**config.mk**
```make
export PLATFORM = sky130hd
export DESIGN_NAME = mdio_cmd_ctrl
export DESIGN_NICKNAME = d
export VERILOG_FILES = /design/src/rtl/mdio_pkg.sv /design/src/rtl/mdio_mdc_gen.sv /design/src/rtl/mdio_frame_eng.sv /design/src/rtl/mdio_cmd_ctrl.sv
export SDC_FILE = /design/constraint.sdc
export NUM_CORES = 1
export LEC_CHECK = 0
export ABC_CLOCK_PERIOD_IN_PS = 2350
export BUFFER_PORTS_ARGS = -buffer_cell sky130_fd_sc_hd__buf_2
export CORE_ASPECT_RATIO = 0.75
export CORE_MARGIN = 4
export CORE_UTILIZATION = 40
export CTS_CLUSTER_DIAMETER = 60
export DETAILED_ROUTE_END_ITERATION = 7
export GPL_ROUTABILITY_DRIVEN = 0
export PLACE_DENSITY_LB_ADDON = 0.25
export SLEW_MARGIN = 20
export SYNTH_ARGS = -nofsm -noshare
export SYNTH_HDL_FRONTEND = slang
export SYNTH_SLANG_ARGS = --single-unit
```
**constraint.sdc**
```tcl
create_clock -name clk -period 2.35 [get_ports clk]
set_input_delay 0.1175 -clock clk [delete_from_list [all_inputs] [get_ports clk]]
set_output_delay 0.1175 -clock clk [all_outputs]
set_load 0.005 [all_outputs]
```
**src/rtl/mdio_pkg.sv**
```systemverilog
package mdio_pkg;
  localparam int FRAME_BITS = 64;
  localparam int TA_BIT     = 46;
  localparam int DATA_BIT   = 48;

  typedef struct packed {
    logic       wr;
    logic [4:0] phy;
    logic [4:0] regn;
  } mdio_cmd_t;

  function automatic mdio_cmd_t decode_ctl(input logic [15:0] w);
    mdio_cmd_t c;
    c.wr   = w[13];
    c.phy  = w[12:8];
    c.regn = w[4:0];
    return c;
  endfunction

  function automatic logic [FRAME_BITS-1:0] build_frame(input mdio_cmd_t c,
                                                        input logic [15:0] d);
    logic [1:0]  op;
    logic [1:0]  ta;
    logic [15:0] pay;
    op  = c.wr ? 2'b01 : 2'b10;
    ta  = c.wr ? 2'b10 : 2'b00;
    pay = c.wr ? d : 16'h0000;
    return {32'hFFFF_FFFF, 2'b01, op, c.phy, c.regn, ta, pay};
  endfunction
endpackage

```
**src/rtl/mdio_mdc_gen.sv**
```systemverilog
module mdio_mdc_gen #(
  parameter int DIV_HALF = 2
) (
  input  logic clk,
  input  logic rst_n,
  input  logic start_i,
  input  logic run_i,
  output logic mdc_o,
  output logic rise_o,
  output logic fall_o
);
  localparam int CW = (DIV_HALF < 2) ? 1 : $clog2(DIV_HALF);
  localparam logic [CW-1:0] CNT_END = CW'(DIV_HALF - 1);

  logic [CW-1:0] cnt_q, cnt_d;
  logic          mdc_q, mdc_d;
  logic          at_end;

  assign at_end = run_i && (cnt_q == CNT_END);
  assign rise_o = at_end && !mdc_q;
  assign fall_o = at_end && mdc_q;
  assign mdc_o  = mdc_q;

  always_comb begin
    cnt_d = cnt_q;
    mdc_d = mdc_q;
    if (start_i) begin
      cnt_d = '0;
      mdc_d = 1'b0;
    end else if (run_i) begin
      if (at_end) begin
        cnt_d = '0;
        mdc_d = ~mdc_q;
      end else begin
        cnt_d = cnt_q + 1'b1;
      end
    end else begin
      cnt_d = '0;
      mdc_d = 1'b0;
    end
  end

  always_ff @(posedge clk or negedge rst_n) begin
    if (!rst_n) begin
      cnt_q <= '0;
      mdc_q <= 1'b0;
    end else begin
      cnt_q <= cnt_d;
      mdc_q <= mdc_d;
    end
  end

  AST_MDC_HOLD: assert property (@(posedge clk) disable iff (!rst_n)
    run_i && !at_end && !start_i |=> $stable(mdc_q));
endmodule

```
**src/rtl/mdio_frame_eng.sv**
```systemverilog
module mdio_frame_eng
  import mdio_pkg::*;
(
  input  logic                  clk,
  input  logic                  rst_n,
  input  logic                  start_i,
  input  logic [FRAME_BITS-1:0] frame_i,
  input  logic                  rd_i,
  input  logic                  rise_i,
  input  logic                  fall_i,
  input  logic                  mdio_i,
  output logic                  busy_o,
  output logic                  rd_o,
  output logic                  last_o,
  output logic                  mdio_o,
  output logic                  mdio_oe,
  output logic [15:0]           rd_data_o
);
  localparam logic [5:0] IDX_LAST = 6'(FRAME_BITS - 1);
  localparam logic [5:0] IDX_TA   = 6'(TA_BIT);
  localparam logic [5:0] IDX_DATA = 6'(DATA_BIT);

  logic                  busy_q, busy_d;
  logic                  rd_q, rd_d;
  logic [5:0]            idx_q, idx_d;
  logic [FRAME_BITS-1:0] sh_q, sh_d;
  logic [15:0]           cap_q, cap_d;

  assign busy_o    = busy_q;
  assign rd_o      = rd_q;
  assign last_o    = busy_q && fall_i && (idx_q == IDX_LAST);
  assign mdio_o    = sh_q[FRAME_BITS-1];
  assign mdio_oe   = busy_q && (!rd_q || (idx_q < IDX_TA));
  assign rd_data_o = cap_q;

  always_comb begin
    busy_d = busy_q;
    rd_d   = rd_q;
    idx_d  = idx_q;
    sh_d   = sh_q;
    cap_d  = cap_q;
    if (start_i) begin
      busy_d = 1'b1;
      rd_d   = rd_i;
      idx_d  = '0;
      sh_d   = frame_i;
      cap_d  = '0;
    end else if (busy_q) begin
      if (rise_i && rd_q && (idx_q >= IDX_DATA))
        cap_d = {cap_q[14:0], mdio_i};
      if (fall_i) begin
        if (idx_q == IDX_LAST) begin
          busy_d = 1'b0;
        end else begin
          idx_d = idx_q + 6'd1;
          sh_d  = {sh_q[FRAME_BITS-2:0], 1'b1};
        end
      end
    end
  end

  always_ff @(posedge clk or negedge rst_n) begin
    if (!rst_n) begin
      busy_q <= 1'b0;
      rd_q   <= 1'b0;
      idx_q  <= '0;
      sh_q   <= '0;
      cap_q  <= '0;
    end else begin
      busy_q <= busy_d;
      rd_q   <= rd_d;
      idx_q  <= idx_d;
      sh_q   <= sh_d;
      cap_q  <= cap_d;
    end
  end

  AST_FRAME_START: assert property (@(posedge clk) disable iff (!rst_n)
    start_i |=> busy_q && (idx_q == 6'd0));
endmodule

```
**src/rtl/mdio_cmd_ctrl.sv**
```systemverilog
module mdio_cmd_ctrl
  import mdio_pkg::*;
#(
  parameter int DIV_HALF = 2
) (
  input  logic        clk,
  input  logic        rst_n,
  input  logic        data_wr,
  input  logic [15:0] data_wdata,
  input  logic        ctl_wr,
  input  logic [15:0] ctl_wdata,
  output logic [15:0] data_rdata,
  output logic        done,
  output logic        mdc,
  input  logic        mdio_i,
  output logic        mdio_o,
  output logic        mdio_oe
);
  logic                  done_q, done_d;
  logic [15:0]           data_q, data_d;
  logic                  start;
  logic                  busy, eng_rd, last, rise, fall;
  logic [15:0]           cap;
  mdio_cmd_t             cmd;
  logic [15:0]           frame_data;
  logic [FRAME_BITS-1:0] frame;

  assign start      = ctl_wr && done_q;
  assign cmd        = decode_ctl(ctl_wdata);
  assign frame_data = data_wr ? data_wdata : data_q;
  assign frame      = build_frame(cmd, frame_data);

  mdio_mdc_gen #(.DIV_HALF(DIV_HALF)) u_mdc (
    .clk(clk), .rst_n(rst_n), .start_i(start), .run_i(busy),
    .mdc_o(mdc), .rise_o(rise), .fall_o(fall)
  );

  mdio_frame_eng u_eng (
    .clk(clk), .rst_n(rst_n), .start_i(start), .frame_i(frame),
    .rd_i(!cmd.wr), .rise_i(rise), .fall_i(fall), .mdio_i(mdio_i),
    .busy_o(busy), .rd_o(eng_rd), .last_o(last),
    .mdio_o(mdio_o), .mdio_oe(mdio_oe), .rd_data_o(cap)
  );

  always_comb begin
    data_d = data_q;
    done_d = done_q;
    if (done_q && data_wr)
      data_d = data_wdata;
    else if (last && eng_rd)
      data_d = cap;
    if (start)
      done_d = 1'b0;
    else if (last)
      done_d = 1'b1;
  end

  always_ff @(posedge clk or negedge rst_n) begin
    if (!rst_n) begin
      done_q <= 1'b1;
      data_q <= '0;
    end else begin
      done_q <= done_d;
      data_q <= data_d;
    end
  end

  assign done       = done_q;
  assign data_rdata = data_q;

  AST_DONE_CLEAR: assert property (@(posedge clk) disable iff (!rst_n)
    done && ctl_wr |=> !done);
  AST_MDC_IDLE_LOW: assert property (@(posedge clk) disable iff (!rst_n)
    done |-> !mdc);
  AST_OE_ONLY_BUSY: assert property (@(posedge clk) disable iff (!rst_n)
    mdio_oe |-> !done);
  AST_BUSY_DATA_HOLD: assert property (@(posedge clk) disable iff (!rst_n)
    !done && data_wr |=> done || $stable(data_rdata));
endmodule

```
# Word-level counts from Yosys, hierarchy flattened
# Index checks and enable logic that the tools add are counted.
classes:
  magnitude_cmp: 2
  n_bitwise: 1
  eq_ne: 3
  addsub: 2
  n_mux: 29
  n_reduce_logical: 22
op_table:
  columns: ["op", "n"]
  rows:
  - ["64-bit 2-to-1 mux", 4]
  - ["16-bit 2-to-1 mux", 7]
  - ["6-bit 2-to-1 mux", 4]
  - ["1-bit 2-to-1 mux", 12]
  - ["1-bit logical AND", 11]
  - ["2-bit nonzero test", 5]
  - ["6-bit by 1-bit adder with 6-bit output (second input constant)", 1]
  - ["6-bit equality test (second input constant)", 1]
  - ["6-bit >= comparator (second input constant)", 1]
  - ["6-bit < comparator (second input constant)", 1]
  - ["2-bit 2-to-1 mux", 2]
  - ["1-bit zero test", 3]
  - ["3-bit != test (second input constant)", 1]
  - ["3-bit AND reduction", 1]
  - ["2-bit != test (second input constant)", 1]
  - ["2-bit AND reduction", 1]
  - ["1-bit adder (second input constant)", 1]
  - ["1-bit logical OR", 1]
  - ["1-bit inverter", 1]
word_totals:
  register_bits: 107
  word_cells: 68

# Longest topological paths before layout
# Gate-level depths: netlist (run 1).
logic_depth:
  word_depth: 7
  mapped_depth: 7

# Cells and area by module
# A second synthesis (run 1) with hierarchy kept.
unflattened:
  hier_cells: 788
  hier_area_um2: 7053.0
by_module_without_submodules:
  columns: ["module", "area_per_inst_um2", "seq_area_each_um2", "cells_per_inst", "instances"]
  rows:
  - ["mdio_frame_eng", 5652.9, 2202.1, 640, 1]
  - ["mdio_cmd_ctrl", 1312.5, 426.7, 139, 1]
  - ["mdio_mdc_gen", 87.6, 50.0, 9, 1]

# Least setup slack after synthesis (run 1)
# Ideal clock, no wire load.
synth_timing:
  kind: "reg-to-reg"
  start: "register u_eng.idx_q[0]"
  end: "register data_q[10] (netlist: data_rdata[10])"
  arrival_time_ps: 1702
  synth_period_minus_slack_ps: 1824
  n_path_buf: 2
  stages_incl_launch_ff: 8
  slack_ps: 526
  t_required_ps: 2227
  path_cell_list: "dfrtp_1 > ha_1 > and3_4 > nand3_4 > or3b_1 > buf_6 > buf_6 > o221a_1"
synth_via:
  elab_chain_len: 4
synth_rtl:
  columns: ["item", "line_no", "source"]
  rows:
  - ["from (decl)", "mdio_frame_eng.sv:25", "logic [5:0] idx_q, idx_d;"]
  - ["from (signal assigned)", "mdio_frame_eng.sv:72", "idx_q <= idx_d;"]
  - ["6-bit equality test", "mdio_frame_eng.sv:31", "assign last_o = busy_q && fall_i && (idx_q == IDX_LAST);"]
  - ["1-bit logical AND", "mdio_frame_eng.sv:31", null]
  - ["1-bit logical AND", "mdio_cmd_ctrl.sv:50", "else if (last && eng_rd)"]
  - ["2-bit nonzero test (no source line)", null, null]
  - ["to (signal assigned)", "mdio_cmd_ctrl.sv:64", "data_q <= data_d;"]
  - ["to (decl)", "mdio_cmd_ctrl.sv:20", "logic [15:0] data_q, data_d;"]
# No other way between the ends.
# A chain may end at the register's enable or synchronous reset.

# Worst setup path in the final report (run 1)
layout_timing:
  start: "register u_eng.idx_q[1]"
  end: "register data_q[13] (netlist: data_rdata[13])"
# Same word-level chain as after synthesis.

==> results of run 1 <==
## routing by layer
layer	vias up	track usage (%)	share of wire (%)
met5	-	0	0
met4	0	5.19	1.6
met3	15	4.87	5.2
met2	85	23.5	43
met1	1641	22.6	50
li1	1642	-	-
## report_power, final
part	leakage [uW]	internal (uW)	total, uW	switching, uW
clock network	0.000137	760	1470	707
registers	0.00135	2370	2710	343
logic	0.00101	526	1090	567
## area by class of cell
| cell class | count | area share, % |
|---|---|---|
| clock inverters | 6 | 0.906 |
| well taps | 140 | 3.25 |
| inverters | 2 | 0.139 |
| repair buffers | 64 | 7.43 |
| clock buffers | 10 | 4.44 |
| multi-input cells | 302 | 34.1 |
| flip-flops and latches | 107 | 49.7 |
## sequential cells by signal, summed over array words and instances (netlist names)
register	flops
done	1
data_rdata	16
u_mdc.mdc_o	1
u_eng.idx_q	6
u_eng.rd_o	1
u_eng.busy_o	1
u_eng.rd_data_o	16
u_mdc.cnt_q	1
u_eng.sh_q	64
## worst paths after layout
| check | start | end | slack (ps) |
|---|---|---|---|
| min reg2reg | u_eng.sh_q[38] | u_eng.sh_q[39] | 490 |
| min in group asynchronous | rst_n | u_eng.sh_q[23] | 270 |
| max reg2reg | u_eng.idx_q[1] | data_rdata[13] | 200 |
| max in group asynchronous | rst_n | u_eng.sh_q[31] | 1330 |
| min | ctl_wdata[9] | u_eng.sh_q[24] | 40 |
| max | u_eng.idx_q[1] | data_rdata[13] | 200 |
## repair_timing
action | CTS | global route
buffers inserted | 0 | 0
hold buffers | 3 | 0
hold endpoints to repair | 37 | 0
## worst max-delay path, cell delays in order, from the launching register on
cell	delay (ps)
dfrtp_1	430
ha_1	240
and3_4	250
nand3_4	90
or3b_1	640
o221a_2	390
## kinds of logic after synthesis
| family | share of synthesized area (%) |
|---|---|
| and+or+nand+nor | 18.1 |
| DFF | 57.6 |
| AOI/OAI and AO/OA | 12.7 |
| muxes | 7.56 |
| buffers and inverters | 3.23 |
| xor gates and xnor gates | 0.565 |
| adders and majority gates | 0.269 |
## layout by cell type, fill, tap and decap left out, types with 13 or more instances in the layout
cell,synthesis,routed
or2_2,16,16
o22ai_1,15,15
nor2_1,20,20
nand2_1,102,101
a22o_1,14,14
a31oi_1,13,13
dfrtp_1,106,106
mux2i_1,34,34
buf_2,6,50
nand3_1,37,37
## metrics by stage
step           util [%]  worst slack, ps  total power (uW)  hold slack, ps  instances
2_1_floorplan         -              526              3460            -178        442
3_3_place_gp       45.5              266              3790             110        612
3_5_place_dp       45.5              239              3840             114        612
4_1_cts            48.3              196              5340            29.1        631
5_1_grt            48.3              118              5640            43.7        631
6_report           48.3              197              5270            39.2        631
==> flow_summary.ini, run 1 <==
[run_status]
status = finished, final reports clean

[finish]
final-seq-area_sq_um = 2680
design_area_sq_um = 5390
diodes = 0
final.fill_count = 1018
drive_above_1_share_pct = 21.4
nets = 524
syn2layout_area_growth_pct = 15.8
multi_input_area_sq_um = 1840

[route]
avgRoutedWirePerCell_um = 15.7
dr.pass1.iters = 4
viasPerCell = 5.36
num_vias = 3383
drt_wl_total_um = 9930
final_antenna_net_count = 0
drc_errors = 0
drt_iter0_drc = 333

[grt]
grt_pass1_wl_um = 17300
grt_max_degree = 66
grtUsageTotal_pct = 15.9
antenna_found_initial = 0
grt_pass1_vias = 3501
grt-ovfl-total = 0

[sta]
hold_viol = 0
tightest_slew_ps = 969
tns_ps = 0
rsz0062_at_grt = false
slew_headroom_pct = 35.1
max_freq_ghz = 0.465
setup_viol = 0
finalMaxSlewViolations = 0
period_minus_slack_ps = 2150
finalCritPeriodShare_pct = 91.6
fin_worst_skew_ps = 9.78

[setup_path]
crit_required_ps = 2590
crit_fanout = 16
arrival_ps = 2390
crit_type = register to register
ff2ff_path_depth = 5
cp-end-kind = register
cp-start-kind = register

[power]
p_leak_uw = 0.00250
power_density_nw_per_um2 = 979
ir_drop_mv = 0.428

[synth]
yosys.area.top_type = dfrtp_1
synthArstFlopShare_pct = 100
synth-seq-cells = 107
syn-num-nets = 480
synth_area_leaders = dfrtp_1 57%, nand2_1 8.2%, mux2i_1 7.3%
ys_seq_area_share_pct = 57.6
synthTopCellsByCount = 106 x dfrtp_1, 102 x nand2_1, 37 x nand3_1, 34 x mux2i_1
synth-main-ff-cell = dfrtp_1
yosys.cell_types.count = 39
synth_top_area_share_pct = 57.0
netlist_area_sq_um = 4650
yosysMostFrequentCell = dfrtp_1
synth_edf_count = 0
ys_warn_count = 0
syn_area_per_cell_sq_um = 10.5
syn_inst = 442

[clock_network]
cts-htree-levels = 3
clock_path_buffers = 2
cts_made_buffers = 9
cts.clk_slew.worst_paths_ps = 70
clk_latency_ps = 350
cts_resized = 0
cts_tree = built
cts.sinks = 107
ctsRootBufferMaster = clkbuf_16

[die]
die_h_um = 101
coreArea_sq_um = 11100
dieArea_sq_um = 13400
rows = 33
start_util_pct = 41.7
die_w_um = 133
ios = 57

[placed_design]
placed_area_sq_um = 5070
portBuffers = 51
dp_hpwl_um = 6230

[worst_hold_path]
min_path_type = primary input to register
min_path_cells = 3

[flow_run]
cap_violations = 0
Note: power is estimated with default switching activity, not from simulation.
==> run 2: changes to the inputs <==
--- a/config.mk
+++ b/config.mk
@@ -13,7 +13,7 @@
 export CTS_CLUSTER_DIAMETER = 60
 export DETAILED_ROUTE_END_ITERATION = 7
 export GPL_ROUTABILITY_DRIVEN = 0
-export PLACE_DENSITY_LB_ADDON = 0.25
+export PLACE_DENSITY = 0.57
 export SLEW_MARGIN = 20
 export SYNTH_ARGS = -nofsm -noshare
 export SYNTH_HDL_FRONTEND = slang
==> run 2 against run 1 <==
Effect of this change:
- core utilization grew 0.45 points
- critical path type unchanged
- largest cell class unchanged
- register-to-register slack is essentially flat
- final area grew 0.93%
==> flow_summary.ini, run 2 (synthesis gave the netlist of run 1 again) <==
[run_status]
status = finished, final reports clean

[sta]
fin_worst_skew_ps = 9.28
period_minus_slack_ps = 2150
finalCritPeriodShare_pct = 91.6
max_freq_ghz = 0.464
setup_viol = 0
rsz0062_at_grt = false
fin_hold_ws_ps = 32.2
hold_viol = 0
tns_ps = 0
finalMaxSlewViolations = 0
tightest_slew_ps = 988
slew_headroom_pct = 33.9

[setup_path]
cp-start-kind = register
arrival_ps = 2400
crit_required_ps = 2590
max_stage_delay_ps = 660
path_cells = ha_1, and3_4, nand3_4, or3b_1, o221a_2
critPathTopFamily = simple AND/OR/NAND/NOR gates
crit_fanout = 16
cp-end-kind = register
slowest_stage = or3b_1
crit_type = register to register
cp_num_buf_inv = 0

[die]
coreArea_sq_um = 11100
dieArea_sq_um = 13400
die_h_um = 101
start_util_pct = 41.7
rows = 33
ios = 57
die_w_um = 133

[route]
drc_errors = 0
drt_iter0_drc = 315
drt_wl_total_um = 10200
final_antenna_net_count = 0
dr.pass1.iters = 4
avgRoutedWirePerCell_um = 16.1
num_vias = 3386
viasPerCell = 5.35

[power]
power_density_nw_per_um2 = 1000
ir_drop_mv = 0.372
p_leak_uw = 0.00252

[clock_network]
cts.clk_slew.worst_paths_ps = 80
ctsRootBufferMaster = clkbuf_16
clock_path_buffers = 2
cts-htree-levels = 3
cts_setup_buffers = 0
cts_made_buffers = 9
cts_resized = 0
cts.sinks = 107
clk_latency_ps = 360
holdBufCountCts = 3
cts_tree = built

[placed_design]
dp_hpwl_um = 6370
portBuffers = 51

[grt]
grtUsageTotal_pct = 16.0
antenna_found_initial = 0
grt-ovfl-total = 0
grt_pass1_wl_um = 17300
grt_pass1_vias = 3388
grt_max_degree = 66

[finish]
final.fill_count = 1021
syn2layout_area_growth_pct = 16.9
drive_above_1_share_pct = 21.7
regMostFlops = u_eng.sh_q
nets = 526
largest_reg_flops = 64
final_common_cell = dfrtp_1
diodes = 0
most-common-layout-cells = 106 x dfrtp_1, 101 x nand2_1, 50 x buf_2

[flow_run]
cap_violations = 0

[worst_hold_path]
min_path_type = primary input to register
-- run 2: cell types whose count changed in the layout (fill, tap and decap cells not counted) --
cell and delta:
clkinv_4 -1, buf_4 +2, inv_6 +1, inv_8 -1, bufinv_16 +2, clkbuf_8 -1
-- run 2: final timing paths --
| path | from | to | slack (ps) | cells past startpoint |
|---|---|---|---|---|
| worst max-delay path | u_eng.idx_q[1] | data_rdata[0] | 200 | 5 |
| worst min-delay path | ctl_wdata[9] | u_eng.sh_q[24] | 30 | 3 |
| worst max register to register | u_eng.idx_q[1] | data_rdata[0] | 200 | 5 |
| worst min register to register | u_eng.sh_q[38] | u_eng.sh_q[39] | 490 | 2 |
| max in group asynchronous | rst_n | done | 1310 | 3 |
| min in group asynchronous | rst_n | u_eng.sh_q[21] | 310 | 2 |
-- run 2: power breakdown --
| part | total, uW | internal, uW | switching, uW |
|---|---|---|---|
| clock network | 1650 | 940 | 707 |
| logic | 1100 | 527 | 568 |
| registers | 2700 | 2370 | 329 |
| total | 5440 | 3840 | 1610 |
-- run 2: area by class of cell --
type,instances,area [sq um],share of cell area (%)
tap,140,175,3.22
timing repair buffer,66,415,7.64
inverter,2,7.51,0.138
sequential,107,2680,49.3
multi-input combinational,302,1840,33.8
clock inverter,7,97.6,1.80
clock buffer,9,225,4.14
-- run 2: worst register-to-register path, cell delays in order (launching register included) --
cell	delay, ps
dfrtp_1	410
ha_1	220
and3_4	250
nand3_4	90
or3b_1	660
o221a_2	400
-- run 2: stage by stage --
stage               power (uW)  cells  utilization (%)  area [sq um]  setup slack, ps
finish                    5440    633             48.8          5440              197
global route              5800    633             48.8          5440             78.0
CTS                       5510    633             48.8          5440              195
detailed placement        3830    614             45.6          5080              210
global placement          3790    614             45.6          5080              260
floorplan                 3460    442                -          4650              526
-- run 2: routing by layer --
| layer | routed length, um | GRT usage (%) | part of all wire, % | vias to the layer above |
|---|---|---|---|---|
| li1 | - | - | - | 1648 |
| met1 | 5110 | 23.0 | 50 | 1640 |
| met2 | 4380 | 23.5 | 43 | 87 |
| met3 | 605 | 5.06 | 5.9 | 11 |
| met4 | 104 | 4.39 | 1.0 | 0 |
| met5 | 0 | 0 | 0 | - |
